[src/rtl/fbdiv_pkg.sv]
package fbdiv_pkg;
  localparam int CODE_W_D   = 6;
  localparam int DEF_CODE_D = 50;
  localparam int MIN_CODE_D = 45;
  localparam int MAX_CODE_D = 55;
  localparam int DIV_W_D    = 4;
  localparam int PRE_DIV_D  = 2;
  localparam int OUT_DIV_D  = 2;
  localparam int SYNC_D     = 2;
endpackage

[src/rtl/fbdiv_sync.sv]
module fbdiv_sync #(
  parameter int STAGES = 2
) (
  input  logic clk,
  input  logic rst_n,
  input  logic async_i,
  output logic level_o
);
  logic [STAGES-1:0] chain_q;

  always_ff @(posedge clk or negedge rst_n) begin
    if (!rst_n) chain_q <= '0;
    else        chain_q <= {chain_q[STAGES-2:0], async_i};
  end

  assign level_o = chain_q[STAGES-1];
endmodule

[src/rtl/fbdiv_edge.sv]
module fbdiv_edge (
  input  logic clk,
  input  logic rst_n,
  input  logic level_i,
  output logic rise_o,
  output logic fall_o
);
  logic prev_q;

  always_ff @(posedge clk or negedge rst_n) begin
    if (!rst_n) prev_q <= 1'b0;
    else        prev_q <= level_i;
  end

  assign rise_o = level_i & ~prev_q;
  assign fall_o = ~level_i & prev_q;
endmodule

[src/rtl/fbdiv_shift.sv]
module fbdiv_shift #(
  parameter int CODE_W   = 6,
  parameter int DEF_CODE = 50
) (
  input  logic              clk,
  input  logic              rst_n,
  input  logic              shift_en,
  input  logic              bit_i,
  output logic [CODE_W-1:0] q
);
  localparam logic [CODE_W-1:0] RST_VAL = CODE_W'(DEF_CODE);

  always_ff @(posedge clk or negedge rst_n) begin
    if (!rst_n)        q <= RST_VAL;
    else if (shift_en) q <= {q[CODE_W-2:0], bit_i};
  end
endmodule

[src/rtl/fbdiv_cfg.sv]
module fbdiv_cfg #(
  parameter int CODE_W   = 6,
  parameter int DEF_CODE = 50,
  parameter int MIN_CODE = 45,
  parameter int MAX_CODE = 55,
  parameter int DIV_W    = 4,
  parameter int PRE_DIV  = 2,
  parameter int OUT_DIV  = 2
) (
  input  logic              clk,
  input  logic              rst_n,
  input  logic              commit,
  input  logic [CODE_W-1:0] shift_q,
  input  logic              margin_en,
  output logic [CODE_W-1:0] hold_q,
  output logic [CODE_W-1:0] fb_div,
  output logic [DIV_W-1:0]  pre_div,
  output logic [DIV_W-1:0]  out_div,
  output logic              range_err,
  output logic [CODE_W:0]   margin_step
);
  localparam int STEP_W = CODE_W + 1;
  localparam logic [CODE_W-1:0] DEF_L = CODE_W'(DEF_CODE);
  localparam logic [CODE_W-1:0] MIN_L = CODE_W'(MIN_CODE);
  localparam logic [CODE_W-1:0] MAX_L = CODE_W'(MAX_CODE);
  localparam logic [STEP_W-1:0] DEF_S = STEP_W'(DEF_CODE);

  always_ff @(posedge clk or negedge rst_n) begin
    if (!rst_n)      hold_q <= DEF_L;
    else if (commit) hold_q <= shift_q;
  end

  logic out_of_band;
  assign out_of_band = (hold_q < MIN_L) || (hold_q > MAX_L);

  always_comb begin
    fb_div      = margin_en ? hold_q : DEF_L;
    pre_div     = DIV_W'(PRE_DIV);
    out_div     = DIV_W'(OUT_DIV);
    range_err   = margin_en & out_of_band;
    margin_step = {1'b0, hold_q} - DEF_S;
  end
endmodule

[src/rtl/fbdiv_serial_ctrl.sv]
module fbdiv_serial_ctrl
  import fbdiv_pkg::*;
#(
  parameter int CODE_W      = CODE_W_D,
  parameter int DEF_CODE    = DEF_CODE_D,
  parameter int MIN_CODE    = MIN_CODE_D,
  parameter int MAX_CODE    = MAX_CODE_D,
  parameter int DIV_W       = DIV_W_D,
  parameter int PRE_DIV     = PRE_DIV_D,
  parameter int OUT_DIV     = OUT_DIV_D,
  parameter int SYNC_STAGES = SYNC_D
) (
  input  logic              clk,
  input  logic              rst_n,
  input  logic              ser_clk,
  input  logic              ser_dat,
  input  logic              ser_ld,
  input  logic              margin_en,
  output logic [CODE_W-1:0] fb_div,
  output logic [DIV_W-1:0]  pre_div,
  output logic [DIV_W-1:0]  out_div,
  output logic              range_err,
  output logic [CODE_W:0]   margin_step
);
  localparam int N_IN = 3;
  localparam int I_CLK = 0;
  localparam int I_DAT = 1;
  localparam int I_LD  = 2;

  logic [N_IN-1:0] raw_in;
  logic [N_IN-1:0] sync_lvl;
  assign raw_in = {ser_ld, ser_dat, ser_clk};

  // Equal synchronizer depth on every serial line keeps data aligned to its clock.
  for (genvar g = 0; g < N_IN; g++) begin : g_sync
    fbdiv_sync #(.STAGES(SYNC_STAGES)) sync_i (
      .clk(clk), .rst_n(rst_n), .async_i(raw_in[g]), .level_o(sync_lvl[g])
    );
  end

  logic sclk_rise, sclk_fall, ld_rise, ld_fall;

  fbdiv_edge sclk_edge_i (
    .clk(clk), .rst_n(rst_n), .level_i(sync_lvl[I_CLK]),
    .rise_o(sclk_rise), .fall_o(sclk_fall)
  );
  fbdiv_edge ld_edge_i (
    .clk(clk), .rst_n(rst_n), .level_i(sync_lvl[I_LD]),
    .rise_o(ld_rise), .fall_o(ld_fall)
  );

  logic shift_en, commit;
  logic unused_edges;
  assign shift_en     = sync_lvl[I_LD] & sclk_rise;
  assign commit       = ld_fall;
  assign unused_edges = sclk_fall ^ ld_rise;

  logic [CODE_W-1:0] shift_q;
  logic [CODE_W-1:0] hold_q;

  fbdiv_shift #(.CODE_W(CODE_W), .DEF_CODE(DEF_CODE)) shift_i (
    .clk(clk), .rst_n(rst_n), .shift_en(shift_en),
    .bit_i(sync_lvl[I_DAT]), .q(shift_q)
  );

  fbdiv_cfg #(
    .CODE_W(CODE_W), .DEF_CODE(DEF_CODE), .MIN_CODE(MIN_CODE),
    .MAX_CODE(MAX_CODE), .DIV_W(DIV_W), .PRE_DIV(PRE_DIV), .OUT_DIV(OUT_DIV)
  ) cfg_i (
    .clk(clk), .rst_n(rst_n), .commit(commit), .shift_q(shift_q),
    .margin_en(margin_en), .hold_q(hold_q), .fb_div(fb_div),
    .pre_div(pre_div), .out_div(out_div), .range_err(range_err),
    .margin_step(margin_step)
  );
endmodule

[config.mk]
export PLATFORM = sky130hd
export DESIGN_NAME = fbdiv_serial_ctrl
export DESIGN_NICKNAME = d
export VERILOG_FILES = /design/src/rtl/fbdiv_pkg.sv /design/src/rtl/fbdiv_sync.sv /design/src/rtl/fbdiv_edge.sv /design/src/rtl/fbdiv_shift.sv /design/src/rtl/fbdiv_cfg.sv /design/src/rtl/fbdiv_serial_ctrl.sv
export SDC_FILE = /design/constraint.sdc
export NUM_CORES = 1
export LEC_CHECK = 0
export BUFFER_PORTS_ARGS = -buffer_cell sky130_fd_sc_hd__buf_2
export CORE_MARGIN = 2
export CORE_UTILIZATION = 48
export CTS_CLUSTER_DIAMETER = 100
export DETAILED_ROUTE_END_ITERATION = 10
export PLACE_DENSITY_LB_ADDON = 0.25
export REMOVE_ABC_BUFFERS = 1
export SLEW_MARGIN = 20
export SYNTH_ARGS = -nofsm -noshare
export SYNTH_HDL_FRONTEND = slang
export SYNTH_SLANG_ARGS = --single-unit
[constraint.sdc]
create_clock -name clk -period 1.4 [get_ports clk]
set_input_delay 0.14 -clock clk [delete_from_list [all_inputs] [get_ports clk]]
set_output_delay 0.14 -clock clk [all_outputs]
set_load 0.01 [all_outputs]
==> impl_metrics.tcl <==
set metrics [dict create \
    p_int_mw 1.55 \
    core-area_um2 1750 \
    placed_area_um2 982 \
    layout_commonest_cell "buf_2" \
    period_share_pct 112 \
    timing.rr.start "g_sync[2].sync_i.chain_q[1]" \
    regToRegSetupSlack_ns 0.25 \
    cp_max_fo 2 \
    combPwrFrac_pct 37.2 \
    globalRouteMet1Util_pct 12.5 \
    vias_per_cell 4.54 \
    worst-path-buf-inv 3 \
    ys_warn_count 0 \
    grt_overflow 0 \
    fill_cells 141 \
    setup_slack_ns -0.165 \
    critPathArrivalTime_ns 1.43 \
    ios 28 \
    syn_area_um2 897 \
    cpLargestDelayFamily "flip-flops" \
    switching_share_pct 29.5 \
    crit_path_max_incr_delay_ns 0.55 \
    antenna_found_initial 0 \
    crit_type "register to output pin" \
    violations "negative setup slack" \
    startpoint "cfg_i.hold_q[1]" \
    min_period_ns 1.57 \
    p_clk_share_pct 20.7 \
    power_frac_seq_pct 42.1 \
    cp-start-kind "register" \
    rsz0062_at_grt "true" \
    io_buffers 19 \
    grt_use_total_pct 12.5 \
    top_usage_layer "met2" \
    drc 0 \
    power.switching_mw 0.648 \
    dpl.cell_count 110 \
    clk_latency_ns 0.30 \
    grt_max_degree 21 \
    slew_violations 0 \
    ant_nets 0 \
    place_congestion 0.670 \
    syn_area_per_cell_um2 13.2 \
    slowest_stage "dfstp_2" \
    use_met3_pct 2.31 \
    drive_gt1_share_pct 55.7 \
    syn_inst 68 \
    r2r_cells 3 \
    hp-class "input port to async pin" \
    num_vias 554 \
    clock_path_buffers 2 \
    clock-root-buffer "clkbuf_4" \
    hpwl_um 882 \
    initial_utilization_pct 51.4 \
    outcome "complete, but fails checks" \
    critPathCaptureType "output pin" \
    fin_cells 122 \
    peakVddDrop_v 0.00112 \
    area_growth_pct 26.4 \
    p_leak_nw 0.545 \
    setup_tns_ns -0.490 \
    dieHeight_um 47.2 \
    power.density_nw_per_um2 1940 \
    finish.instance_area_um2 1130 \
    ys_types 22 \
    insertedDiodeCount 0 \
    crit_chain "inv_2 -> ha_4 -> buf_4 -> xor2_1 -> buf_2" \
    grt_util_met2_pct 22.4 \
    layout.nets 105 \
    cts_made_buffers 3 \
    drv_cap 0 \
    htreeDepth 1 \
    die-area_um2 2230 \
    grt_pass1_vias 463 \
    die_w_um 47.2 \
    cts_sinks 20 \
    grt_pass1_wl_um 1810 \
    firstDrtPassIters 2 \
    cts_tree "yes" \
    timing.rr.end "cfg_i.hold_q[0]" \
    cp_data_required_time_ns 1.26 \
    wl_um 1270 \
    hold_slack_ns 0.297 \
    clk_pin_slew_worst_paths_ns 0.11 \
    final_util_pct 64.9 \
    layout_common_cells "18 x buf_2, 13 x dfrtp_1, 8 x conb_1" \
    seq_area_frac_synth_pct 56.6 \
    avgRoutedWirePerCell_um 10.4 \
    ys_ff_latch 20 \
    num_rows 15 \
    drtIter0Drc 3 \
    fin_skew_ns 0.00968 \
    finalHoldViolations 0 \
    fmax_mhz 639 \
    setup_violations 5 \
]
-- metrics by stage --
stage	worst slack [ns]	power (mW)
global route	-0.236	2.35
finish	-0.165	2.19
floorplan	0.0624	1.33
CTS	-0.192	2.17
global placement	0.0879	1.56
detailed placement	0.0182	1.59
-- metal layers --
layer  share of wire [%]  wire, µm
met4                0.79        10
met2                  52       655
met5                   0         0
met3                 6.5        82
met1                  41       520
-- registers in the layout, indices dropped and copies added (netlist names) --
| register | flops |
|---|---|
| shift_i.q | 6 |
| g_sync.sync_i.chain_q | 6 |
| cfg_i.hold_q | 6 |
| ld_edge_i.prev_q | 1 |
| sclk_edge_i.prev_q | 1 |
-- synthesized netlist by cell type --
library cell | count | area, µm²
nand3b_4 | 1 | 20.0
mux2i_1 | 1 | 10.0
nand2_1 | 3 | 11.3
buf_4 | 9 | 67.6
mux2_4 | 4 | 60.1
o211ai_1 | 1 | 7.51
ha_1 | 1 | 12.5
buf_6 | 1 | 11.3
inv_1 | 4 | 15.0
xor2_1 | 1 | 8.76
dfstp_2 | 6 | 158
a21boi_0 | 1 | 7.51
dfrtp_1 | 14 | 350
o21ai_0 | 3 | 15.0
nor2b_1 | 1 | 6.26
xnor2_1 | 2 | 17.5
and2_1 | 3 | 18.8
nand2b_1 | 2 | 12.5
nor3_1 | 1 | 5.00
mux2_2 | 6 | 67.6
conb_1 | 2 | 7.51
nand3b_1 | 1 | 7.51
-- area by class of cell --
type                    instances  area [µm²]  share of cell area [%]
flip-flops and latches         20         509                    44.9
multi-input cells              40         339                    29.9
repair buffers                 29         186                    16.4
well taps                      25        31.3                    2.76
clock inverters                 1        30.0                    2.65
clock buffers                   3        22.5                    1.99
inverters                       4        15.0                    1.32
-- cell families after synthesis --
family | Yosys count | synth area share, %
multiplexers | 11 | 15.3
other | 2 | 0.837
flip-flops | 20 | 56.6
AO/OA/AOI/OAI | 5 | 3.35
buffers and inverters | 14 | 10.5
AND/OR/NAND/NOR | 12 | 9.07
adder cells (fa/ha/maj) | 1 | 1.39
XOR/XNOR | 3 | 2.93
-- worst max path at each step --
stage	slack [ns]	to	cells after the start
after floorplan	0.06	margin_step[5]	5
after global placement	0.09	margin_step[5]	6
after detailed placement	0.02	margin_step[5]	6
after CTS	-0.19	margin_step[5]	6
after global routing	-0.24	margin_step[3]	5
final	-0.17	margin_step[3]	5
-- power groups by stage --
| stage | Combinational [mW] | Sequential (mW) | Clock, mW |
|---|---|---|---|
| floorplan | 0.434 | 0.896 | 0 |
| global placement | 0.639 | 0.922 | 0 |
| detailed placement | 0.654 | 0.932 | 0 |
| CTS | 0.767 | 0.933 | 0.471 |
| global route | 0.903 | 0.952 | 0.490 |
| finish | 0.816 | 0.924 | 0.454 |
-- what timing repair did --
action,4_1_cts,5_1_grt
buffers inserted,2,2
resized for setup,11,1
cloned,0,0
hold buffers,4,0
endpoints found under the setup margin,6,6
pin swaps,4,1
hold endpoints to repair,17,0
-- worst reg2reg max path: stages, from the launching register on --
cell	delay, ns
dfrtp_1	0.44
nor2b_1	0.12
buf_4	0.17
mux2_4	0.31
(Power assumes the default switching activity.)
